`config.mk`:
```
export PLATFORM = sky130hd
export DESIGN_NAME = interleaved_pwm_share
export DESIGN_NICKNAME = d
export VERILOG_FILES = /design/src/rtl/ipwm_pkg.sv /design/src/rtl/ipwm_carrier.sv /design/src/rtl/ipwm_balance_pi.sv /design/src/rtl/ipwm_duty_split.sv /design/src/rtl/ipwm_channel.sv /design/src/rtl/interleaved_pwm_share.sv
export SDC_FILE = /design/constraint.sdc
export NUM_CORES = 1
export LEC_CHECK = 0
export BUFFER_PORTS_ARGS = -buffer_cell sky130_fd_sc_hd__buf_2
export CAP_MARGIN = 20
export CORE_ASPECT_RATIO = 1.75
export CORE_MARGIN = 4
export CORE_UTILIZATION = 63
export CTS_CLUSTER_DIAMETER = 50
export DETAILED_ROUTE_END_ITERATION = 8
export HOLD_SLACK_MARGIN = 0.08
export MAX_ROUTING_LAYER = met4
export PLACE_DENSITY = 0.81
export SYNTH_ARGS = -nofsm -noshare
export SYNTH_HDL_FRONTEND = slang
export SYNTH_SLANG_ARGS = --single-unit
```
`constraint.sdc`:
```
create_clock -name clk -period 7.5 [get_ports clk]
set_clock_uncertainty 0.2 [all_clocks]
set_input_delay 0.375 -clock clk [delete_from_list [all_inputs] [get_ports clk]]
set_output_delay 0.375 -clock clk [all_outputs]
set_load 0.02 [all_outputs]
```
`src/rtl/ipwm_pkg.sv`:
```
package ipwm_pkg;

  // Saturate a signed value into [lo, hi].
  function automatic int sat_int(input int v, input int lo, input int hi);
    int r;
    r = v;
    if (r > hi) r = hi;
    if (r < lo) r = lo;
    return r;
  endfunction

  // True when v falls outside [lo, hi].
  function automatic logic out_of(input int v, input int lo, input int hi);
    return (v > hi) || (v < lo);
  endfunction

  // Signed difference of two unsigned current samples.
  function automatic int cur_diff(input int a, input int b);
    return a - b;
  endfunction

  // Proportional plus integral sum before limiting.
  function automatic int pi_sum(input int e, input int integ,
                                input int kp_sh, input int ki_sh);
    return (e >>> kp_sh) + (integ >>> ki_sh);
  endfunction

endpackage

```
`src/rtl/ipwm_carrier.sv`:
```
module ipwm_carrier #(
  parameter int PERIOD = 2500,
  parameter int CNT_W  = 12
) (
  input  logic             clk,
  input  logic             rst_n,
  output logic [CNT_W-1:0] cnt_lead,
  output logic [CNT_W-1:0] cnt_lag,
  output logic             start_lead,
  output logic             start_lag
);
  localparam int HALF = PERIOD / 2;
  localparam logic [CNT_W-1:0] LAST   = CNT_W'(PERIOD - 1);
  localparam logic [CNT_W-1:0] HALF_C = CNT_W'(HALF);
  localparam logic [CNT_W-1:0] REST_C = CNT_W'(PERIOD - HALF);

  logic [CNT_W-1:0] cnt_q;

  always_ff @(posedge clk or negedge rst_n) begin
    if (!rst_n)              cnt_q <= '0;
    else if (cnt_q == LAST)  cnt_q <= '0;
    else                     cnt_q <= cnt_q + 1'b1;
  end

  always_comb begin
    cnt_lead = cnt_q;
    if (cnt_q >= HALF_C) cnt_lag = cnt_q - HALF_C;
    else                 cnt_lag = cnt_q + REST_C;
  end

  assign start_lead = (cnt_lead == '0);
  assign start_lag  = (cnt_lag == '0);

  // the two period starts never coincide
  a_r1_one_start: assert property (@(posedge clk) disable iff (!rst_n)
    $onehot0({start_lead, start_lag}));

  // the leading carrier restarts right after its last count
  a_r1_wrap: assert property (@(posedge clk) disable iff (!rst_n)
    (cnt_lead == LAST) |=> start_lead);

endmodule

```
`src/rtl/ipwm_balance_pi.sv`:
```
module ipwm_balance_pi
  import ipwm_pkg::*;
#(
  parameter int CUR_W    = 12,
  parameter int KP_SH    = 2,
  parameter int KI_SH    = 6,
  parameter int INT_LIM  = 4096,
  parameter int CORR_LIM = 250,
  parameter int INT_W    = 14,
  parameter int CORR_W   = 9
) (
  input  logic                     clk,
  input  logic                     rst_n,
  input  logic                     halt,
  input  logic                     tick,
  input  logic [CUR_W-1:0]         isw_a,
  input  logic [CUR_W-1:0]         isw_b,
  output logic signed [CORR_W-1:0] corr
);
  logic signed [INT_W-1:0]  integ_q;
  logic signed [CORR_W-1:0] corr_q;
  int err_i;
  int integ_nx;
  int corr_nx;

  always_comb begin
    err_i    = cur_diff(int'(isw_a), int'(isw_b));
    integ_nx = sat_int(int'(integ_q) + err_i, -INT_LIM, INT_LIM);
    corr_nx  = sat_int(pi_sum(err_i, integ_nx, KP_SH, KI_SH), -CORR_LIM, CORR_LIM);
  end

  always_ff @(posedge clk or negedge rst_n) begin
    if (!rst_n) begin
      integ_q <= '0;
      corr_q  <= '0;
    end else if (halt) begin
      integ_q <= '0;
      corr_q  <= '0;
    end else if (tick) begin
      integ_q <= INT_W'(integ_nx);
      corr_q  <= CORR_W'(corr_nx);
    end
  end

  assign corr = corr_q;

  // integrator never leaves its window
  a_r4_integ_bounded: assert property (@(posedge clk) disable iff (!rst_n)
    (int'(integ_q) <= INT_LIM) && (int'(integ_q) >= -INT_LIM));

  // correction holds between strobes
  a_r5_corr_hold: assert property (@(posedge clk) disable iff (!rst_n)
    (!tick && !halt) |=> $stable(corr_q));

  // halt empties the loop state
  a_r7_halt_clears: assert property (@(posedge clk) disable iff (!rst_n)
    halt |=> (integ_q == '0) && (corr_q == '0));

endmodule

```
`src/rtl/ipwm_duty_split.sv`:
```
module ipwm_duty_split
  import ipwm_pkg::*;
#(
  parameter int CNT_W  = 12,
  parameter int CORR_W = 9,
  parameter int DMIN   = 25,
  parameter int DMAX   = 2375
) (
  input  logic                     clk,
  input  logic                     rst_n,
  input  logic [CNT_W-1:0]         duty_main,
  input  logic signed [CORR_W-1:0] corr,
  output logic [CNT_W-1:0]         duty_lead,
  output logic [CNT_W-1:0]         duty_lag
);
  int  sum_lead;
  int  sum_lag;
  logic sat_lead;
  logic sat_lag;

  always_comb begin
    sum_lead  = int'(duty_main) + int'(corr);
    sum_lag   = int'(duty_main) - int'(corr);
    sat_lead  = out_of(sum_lead, DMIN, DMAX);
    sat_lag   = out_of(sum_lag, DMIN, DMAX);
    duty_lead = CNT_W'(sat_int(sum_lead, DMIN, DMAX));
    duty_lag  = CNT_W'(sat_int(sum_lag, DMIN, DMAX));
  end

  // both duties inside the window
  a_r3_duty_window: assert property (@(posedge clk) disable iff (!rst_n)
    (int'(duty_lead) >= DMIN) && (int'(duty_lead) <= DMAX) &&
    (int'(duty_lag) >= DMIN) && (int'(duty_lag) <= DMAX));

  // unsaturated duties straddle the main duty symmetrically
  a_r8_symmetric: assert property (@(posedge clk) disable iff (!rst_n)
    (!sat_lead && !sat_lag) |->
      (int'(duty_lead) + int'(duty_lag) == 2 * int'(duty_main)));

endmodule

```
`src/rtl/ipwm_channel.sv`:
```
module ipwm_channel #(
  parameter int CNT_W = 12
) (
  input  logic             clk,
  input  logic             rst_n,
  input  logic             halt,
  input  logic [CNT_W-1:0] phase_cnt,
  input  logic             start,
  input  logic [CNT_W-1:0] duty_new,
  output logic             pwm
);
  logic [CNT_W-1:0] lat_q;
  logic [CNT_W-1:0] act;
  logic             pwm_q;

  assign act = start ? duty_new : lat_q;

  always_ff @(posedge clk or negedge rst_n) begin
    if (!rst_n) begin
      lat_q <= '0;
      pwm_q <= 1'b0;
    end else begin
      if (start) lat_q <= duty_new;
      pwm_q <= !halt && (phase_cnt < act);
    end
  end

  assign pwm = pwm_q;

  // duty register moves only at this phase's own period start
  a_r6_latch_at_start: assert property (@(posedge clk) disable iff (!rst_n)
    !start |=> $stable(lat_q));

  // halt forces the gate low
  a_r2_halt_low: assert property (@(posedge clk) disable iff (!rst_n)
    halt |=> !pwm_q);

endmodule

```
`src/rtl/interleaved_pwm_share.sv`:
```
module interleaved_pwm_share #(
  parameter int PERIOD   = 2500,
  parameter int CNT_W    = $clog2(PERIOD),
  parameter int CUR_W    = 12,
  parameter int DMIN     = 25,
  parameter int DMAX     = 2375,
  parameter int KP_SH    = 2,
  parameter int KI_SH    = 6,
  parameter int INT_LIM  = 4096,
  parameter int CORR_LIM = 250
) (
  input  logic             clk,
  input  logic             rst_n,
  input  logic             halt,
  input  logic [CNT_W-1:0] duty_main,
  input  logic [CUR_W-1:0] isw_a,
  input  logic [CUR_W-1:0] isw_b,
  input  logic             bal_tick,
  output logic             pwm_a,
  output logic             pwm_b
);
  localparam int INT_W  = $clog2(INT_LIM + 1) + 1;
  localparam int CORR_W = $clog2(CORR_LIM + 1) + 1;
  localparam int NPH    = 2;

  logic [CNT_W-1:0]         ph_cnt [NPH];
  logic                     ph_start [NPH];
  logic [CNT_W-1:0]         ph_duty [NPH];
  logic                     ph_pwm [NPH];
  logic signed [CORR_W-1:0] corr;

  ipwm_carrier #(.PERIOD(PERIOD), .CNT_W(CNT_W)) u_carrier (
    .clk(clk), .rst_n(rst_n),
    .cnt_lead(ph_cnt[0]), .cnt_lag(ph_cnt[1]),
    .start_lead(ph_start[0]), .start_lag(ph_start[1])
  );

  ipwm_balance_pi #(
    .CUR_W(CUR_W), .KP_SH(KP_SH), .KI_SH(KI_SH), .INT_LIM(INT_LIM),
    .CORR_LIM(CORR_LIM), .INT_W(INT_W), .CORR_W(CORR_W)
  ) u_pi (
    .clk(clk), .rst_n(rst_n), .halt(halt), .tick(bal_tick),
    .isw_a(isw_a), .isw_b(isw_b), .corr(corr)
  );

  ipwm_duty_split #(
    .CNT_W(CNT_W), .CORR_W(CORR_W), .DMIN(DMIN), .DMAX(DMAX)
  ) u_split (
    .clk(clk), .rst_n(rst_n), .duty_main(duty_main), .corr(corr),
    .duty_lead(ph_duty[0]), .duty_lag(ph_duty[1])
  );

  for (genvar g = 0; g < NPH; g++) begin : g_ph
    ipwm_channel #(.CNT_W(CNT_W)) u_ch (
      .clk(clk), .rst_n(rst_n), .halt(halt),
      .phase_cnt(ph_cnt[g]), .start(ph_start[g]),
      .duty_new(ph_duty[g]), .pwm(ph_pwm[g])
    );
  end

  assign pwm_a = ph_pwm[0];
  assign pwm_b = ph_pwm[1];

endmodule

```
==> results.md <==
* Asr flop ratio synth at 100.0%
* Hold Fails Final Rpt at 0
* CP max FO at 4
* Pin count of the biggest net entering global routing at 62
* Status: finished, final reports clean
* Seq/Total Area, Yosys at 21.44%
* Synthesized area per cell at 8.135 µm²
* Synth Warn # at 0
* Crit path largest cell delay at 530 ps
* Routed wire length at 19,560 µm
* Avg Vias per Cell at 6.433
* First-pass GRT wire length at 31,910 µm
* Row Count at 51
* Post-Layout Inst Area at 7941 µm²
* Net count after synthesis at 1,013
* Area of the die at 13,130 µm²
* Final Max Tran Viols at 0
* Hold path start: bal_tick
* Wire per inst at 18.39 µm
* Non-filler cells, final at 1,064
* IO Pins at 42
* Number of nets in the layout at 1,065
* Tmin final at 7070 ps
* Origin of the critical flop-to-flop path: u_pi.integ_q[0]
* Pint at 1.148 mW
* Footprint of the multi-input gates at 5280 µm²
* # Max-Cap Violations at 0
* Crit path from: isw_a[0]
* Cell mode on critical path: fa_1
* Area grow syn2layout at 11.57%
* Sw frac at 45.11%
* Sequential power share at 19.7%
* N_diodes at 0
* RePlAce Congestion at 0.9844
* Critical Path Source Type: input pin
* Vias at 6,845
* Max IR drop VDD at 0.2281 mV
* Post-synthesis cell area at 7118 µm²
* Cells after Synth at 875
* GR Overflow Total at 0
* Clock Power Share at 19.8%
* Initial antenna violation count at 0
* # placed instances at 1,042
* # port buffers at 41
* NetSw at 0.9435 mW
* Inserted Clock Buffers at 9
* Placed instance area at 7500 µm²
* Power Density at 263.4 nW/µm²
* Share of layout cells above drive strength 1 at 13.20%
* Part of the power in combinational logic at 60.5%
* Register area at 1526 µm²
* Clk_lat worst skew at 340 ps
* EDFF count, synth at 0
* CP Capture Type: flip-flop
* Worst Path Required at 7510 ps
* Leak pwr at 3.765 nW
* Starting Density at 64.11%
* Slew @ Worst Pin at 812.4 ps
* Relative slew slack at 45.43%
* Period utilization at 94.27%
* CP max stage cell: fa_1
* GRT Total Usage at 31.54%
* Number of global-route vias before repair at 6,986
* Drt first-iter violations at 331
* Die X-Extent at 88.35 µm
* Post-DRT Antenna Nets at 0
* Synthesized flop and latch total at 61
* Critical path type: input pin to flip-flop
* Clk slew on worst S/H paths at 60 ps
* H-tree levels at 3
* DRC Markers at 0
* HP Class: input pin to flip-flop
* TritonCTS clock tree: yes
* Final setup vio count at 0
* Synth cell types at 80
* Core Region at 11,100 µm²
* Clk root buf: clkbuf_16
* Clock sinks at 61
* Ys flop type: dfrtp_1
* Die height at 148.6 µm
* Hpwl dp at 15,170 µm
* Fillers at 923
* Max Clk Rate at 141.4 MHz
* Critical path arrival at 7080 ps
* Clock buffer depth at 2
* Drt pass-1 iters at 5
[critical path: cells and delay by family]
| kind | cells | cell delay (ps) |
|---|---|---|
| adder cells (fa/ha/maj) | 6 | 2110 |
| AO/OA/AOI/OAI | 15 | 2470 |
| XOR/XNOR | 1 | 190 |
| AND/OR/NAND/NOR | 11 | 1700 |
| buffers and inverters | 3 | 230 |
[power groups by stage]
stage | Combinational, mW | Sequential (mW) | Clock [mW]
after floorplan | 0.871 | 0.406 | 0
after global placement | 1.13 | 0.413 | 0
after detailed placement | 1.18 | 0.416 | 0
after CTS | 1.19 | 0.411 | 0.418
after global routing | 1.40 | 0.417 | 0.429
final | 1.26 | 0.412 | 0.415
[per-layer routing]
layer  track usage [%]  vias up  share of wire [%]
li1                  -     3279                  -
met1             32.27     3274                 37
met2             56.90      207                 55
met3             2.494       85                3.4
met4             18.46        0                5.4
met5                 -        -                  0
[timing repair]
action	CTS	global route
setup endpoints to repair	0	9
endpoints found under the hold margin	61	0
gates resized for setup	0	28
hold buffers	1	0
setup buffers	0	4
[cell usage after synthesis, drive strengths merged (3+ instances only)]
cell | count | share of area, %
nand4b | 6 | 0.95
a21o | 17 | 1.9
a211o | 3 | 0.37
a21oi | 50 | 3.6
nor2b | 15 | 1.3
ha | 92 | 16
buf | 15 | 1.5
a22oi | 3 | 0.32
a311oi | 5 | 0.70
nand4 | 9 | 0.79
dfrtp | 61 | 21
inv | 68 | 3.6
a22o | 4 | 0.49
xnor2 | 42 | 5.2
o2111ai | 4 | 0.49
fa | 6 | 1.7
a41oi | 3 | 0.37
mux2i | 6 | 0.84
or2 | 7 | 0.62
o211ai | 3 | 0.32
nand2 | 69 | 3.6
nor2 | 71 | 3.8
o211a | 3 | 0.42
a221oi | 3 | 0.37
nand3 | 14 | 0.98
o21ai | 71 | 5.0
a31oi | 7 | 0.62
o21a | 25 | 2.7
o41ai | 4 | 0.49
nor3 | 19 | 1.3
or3 | 9 | 0.79
xor2 | 19 | 2.3
and3 | 8 | 0.70
o21bai | 11 | 1.2
a211oi | 16 | 1.8
and2 | 5 | 0.44
o311ai | 6 | 0.74
nor3b | 5 | 0.67
a2111oi | 4 | 0.49
nor4 | 8 | 1.0
o31ai | 5 | 0.53
a21boi | 8 | 0.84
nand2b | 20 | 1.8
clkbuf | 13 | 0.69
or4 | 5 | 0.53
[state kept, by name, summed over array words and instances, names as in the netlist]
register,flops
g_ph.u_ch.lat_q,24
u_pi.integ_q,14
u_carrier.cnt_lead,12
u_pi.corr,9
g_ph.u_ch.pwm,2
[stage by stage]
step                      power, mW  utilization (%)  worst slack [ps]  TNS [ps]  hold slack [ps]
after floorplan               1.277                -             401.2         0           -120.6
after global placement        1.545            67.55             30.34         0            256.9
after detailed placement      1.591            67.55            -227.9     -1238            269.9
after CTS                     2.017            70.27             87.49         0            219.2
after global routing          2.243            71.52            -39.74    -39.74            243.2
final                         2.092            71.52             429.9         0            228.9
[placed cells by master, fill, tap and decap left out, types with 11 or more instances in the layout]
cell / Yosys / routed
a21oi_1: 49 / 47
a211oi_1: 15 / 13
buf_2: 9 / 41
o21a_1: 24 / 24
xnor2_1: 42 / 41
o21ai_0: 63 / 59
a21o_1: 16 / 16
dfrtp_1: 61 / 61
ha_1: 92 / 91
o21ai_1: 8 / 11
xor2_1: 19 / 17
nor2_1: 70 / 69
nand2b_1: 20 / 20
inv_1: 68 / 68
nand2_1: 69 / 69
buf_4: 2 / 26
nor3_1: 19 / 18
o21bai_1: 11 / 11
nand3_1: 14 / 14
nor2b_1: 15 / 15
[cells by family (layout without fill, tap and decap cells)]
kind of cell    count (synthesis)  count (layout)  share of synthesized area (%)
simple gates                  279             279                          20.41
compound gates                272             272                          25.87
fa+ha+maj                      98              98                          17.86
buf+inv                        96             153                          5.748
xor+xnor                       61              61                          7.506
flops                          61              61                          21.44
mux                             8               8                          1.160
[layout make-up]
class / instances / share of cell area, %
multi-input combinational: 718 / 66.49
sequential: 61 / 19.22
timing repair buffer: 69 / 5.310
inverter: 68 / 3.214
clock buffer: 10 / 2.883
tap: 132 / 2.080
clock inverter: 6 / 0.8035
[worst paths after layout]
| path | to | slack [ps] | cells past startpoint |
|---|---|---|---|
| min in group asynchronous | u_carrier.cnt_lead[10] | 530 | 3 |
| max in group asynchronous | g_ph[1].u_ch.lat_q[10] | 6030 | 3 |
| min reg2reg | g_ph[0].u_ch.lat_q[3] | 280 | 1 |
| max reg2reg | u_pi.corr[1] | 1240 | 25 |
| min | u_pi.integ_q[13] | 230 | 2 |
| max | u_pi.corr[1] | 430 | 36 |
Note: power is estimated with default switching activity, not from simulation.
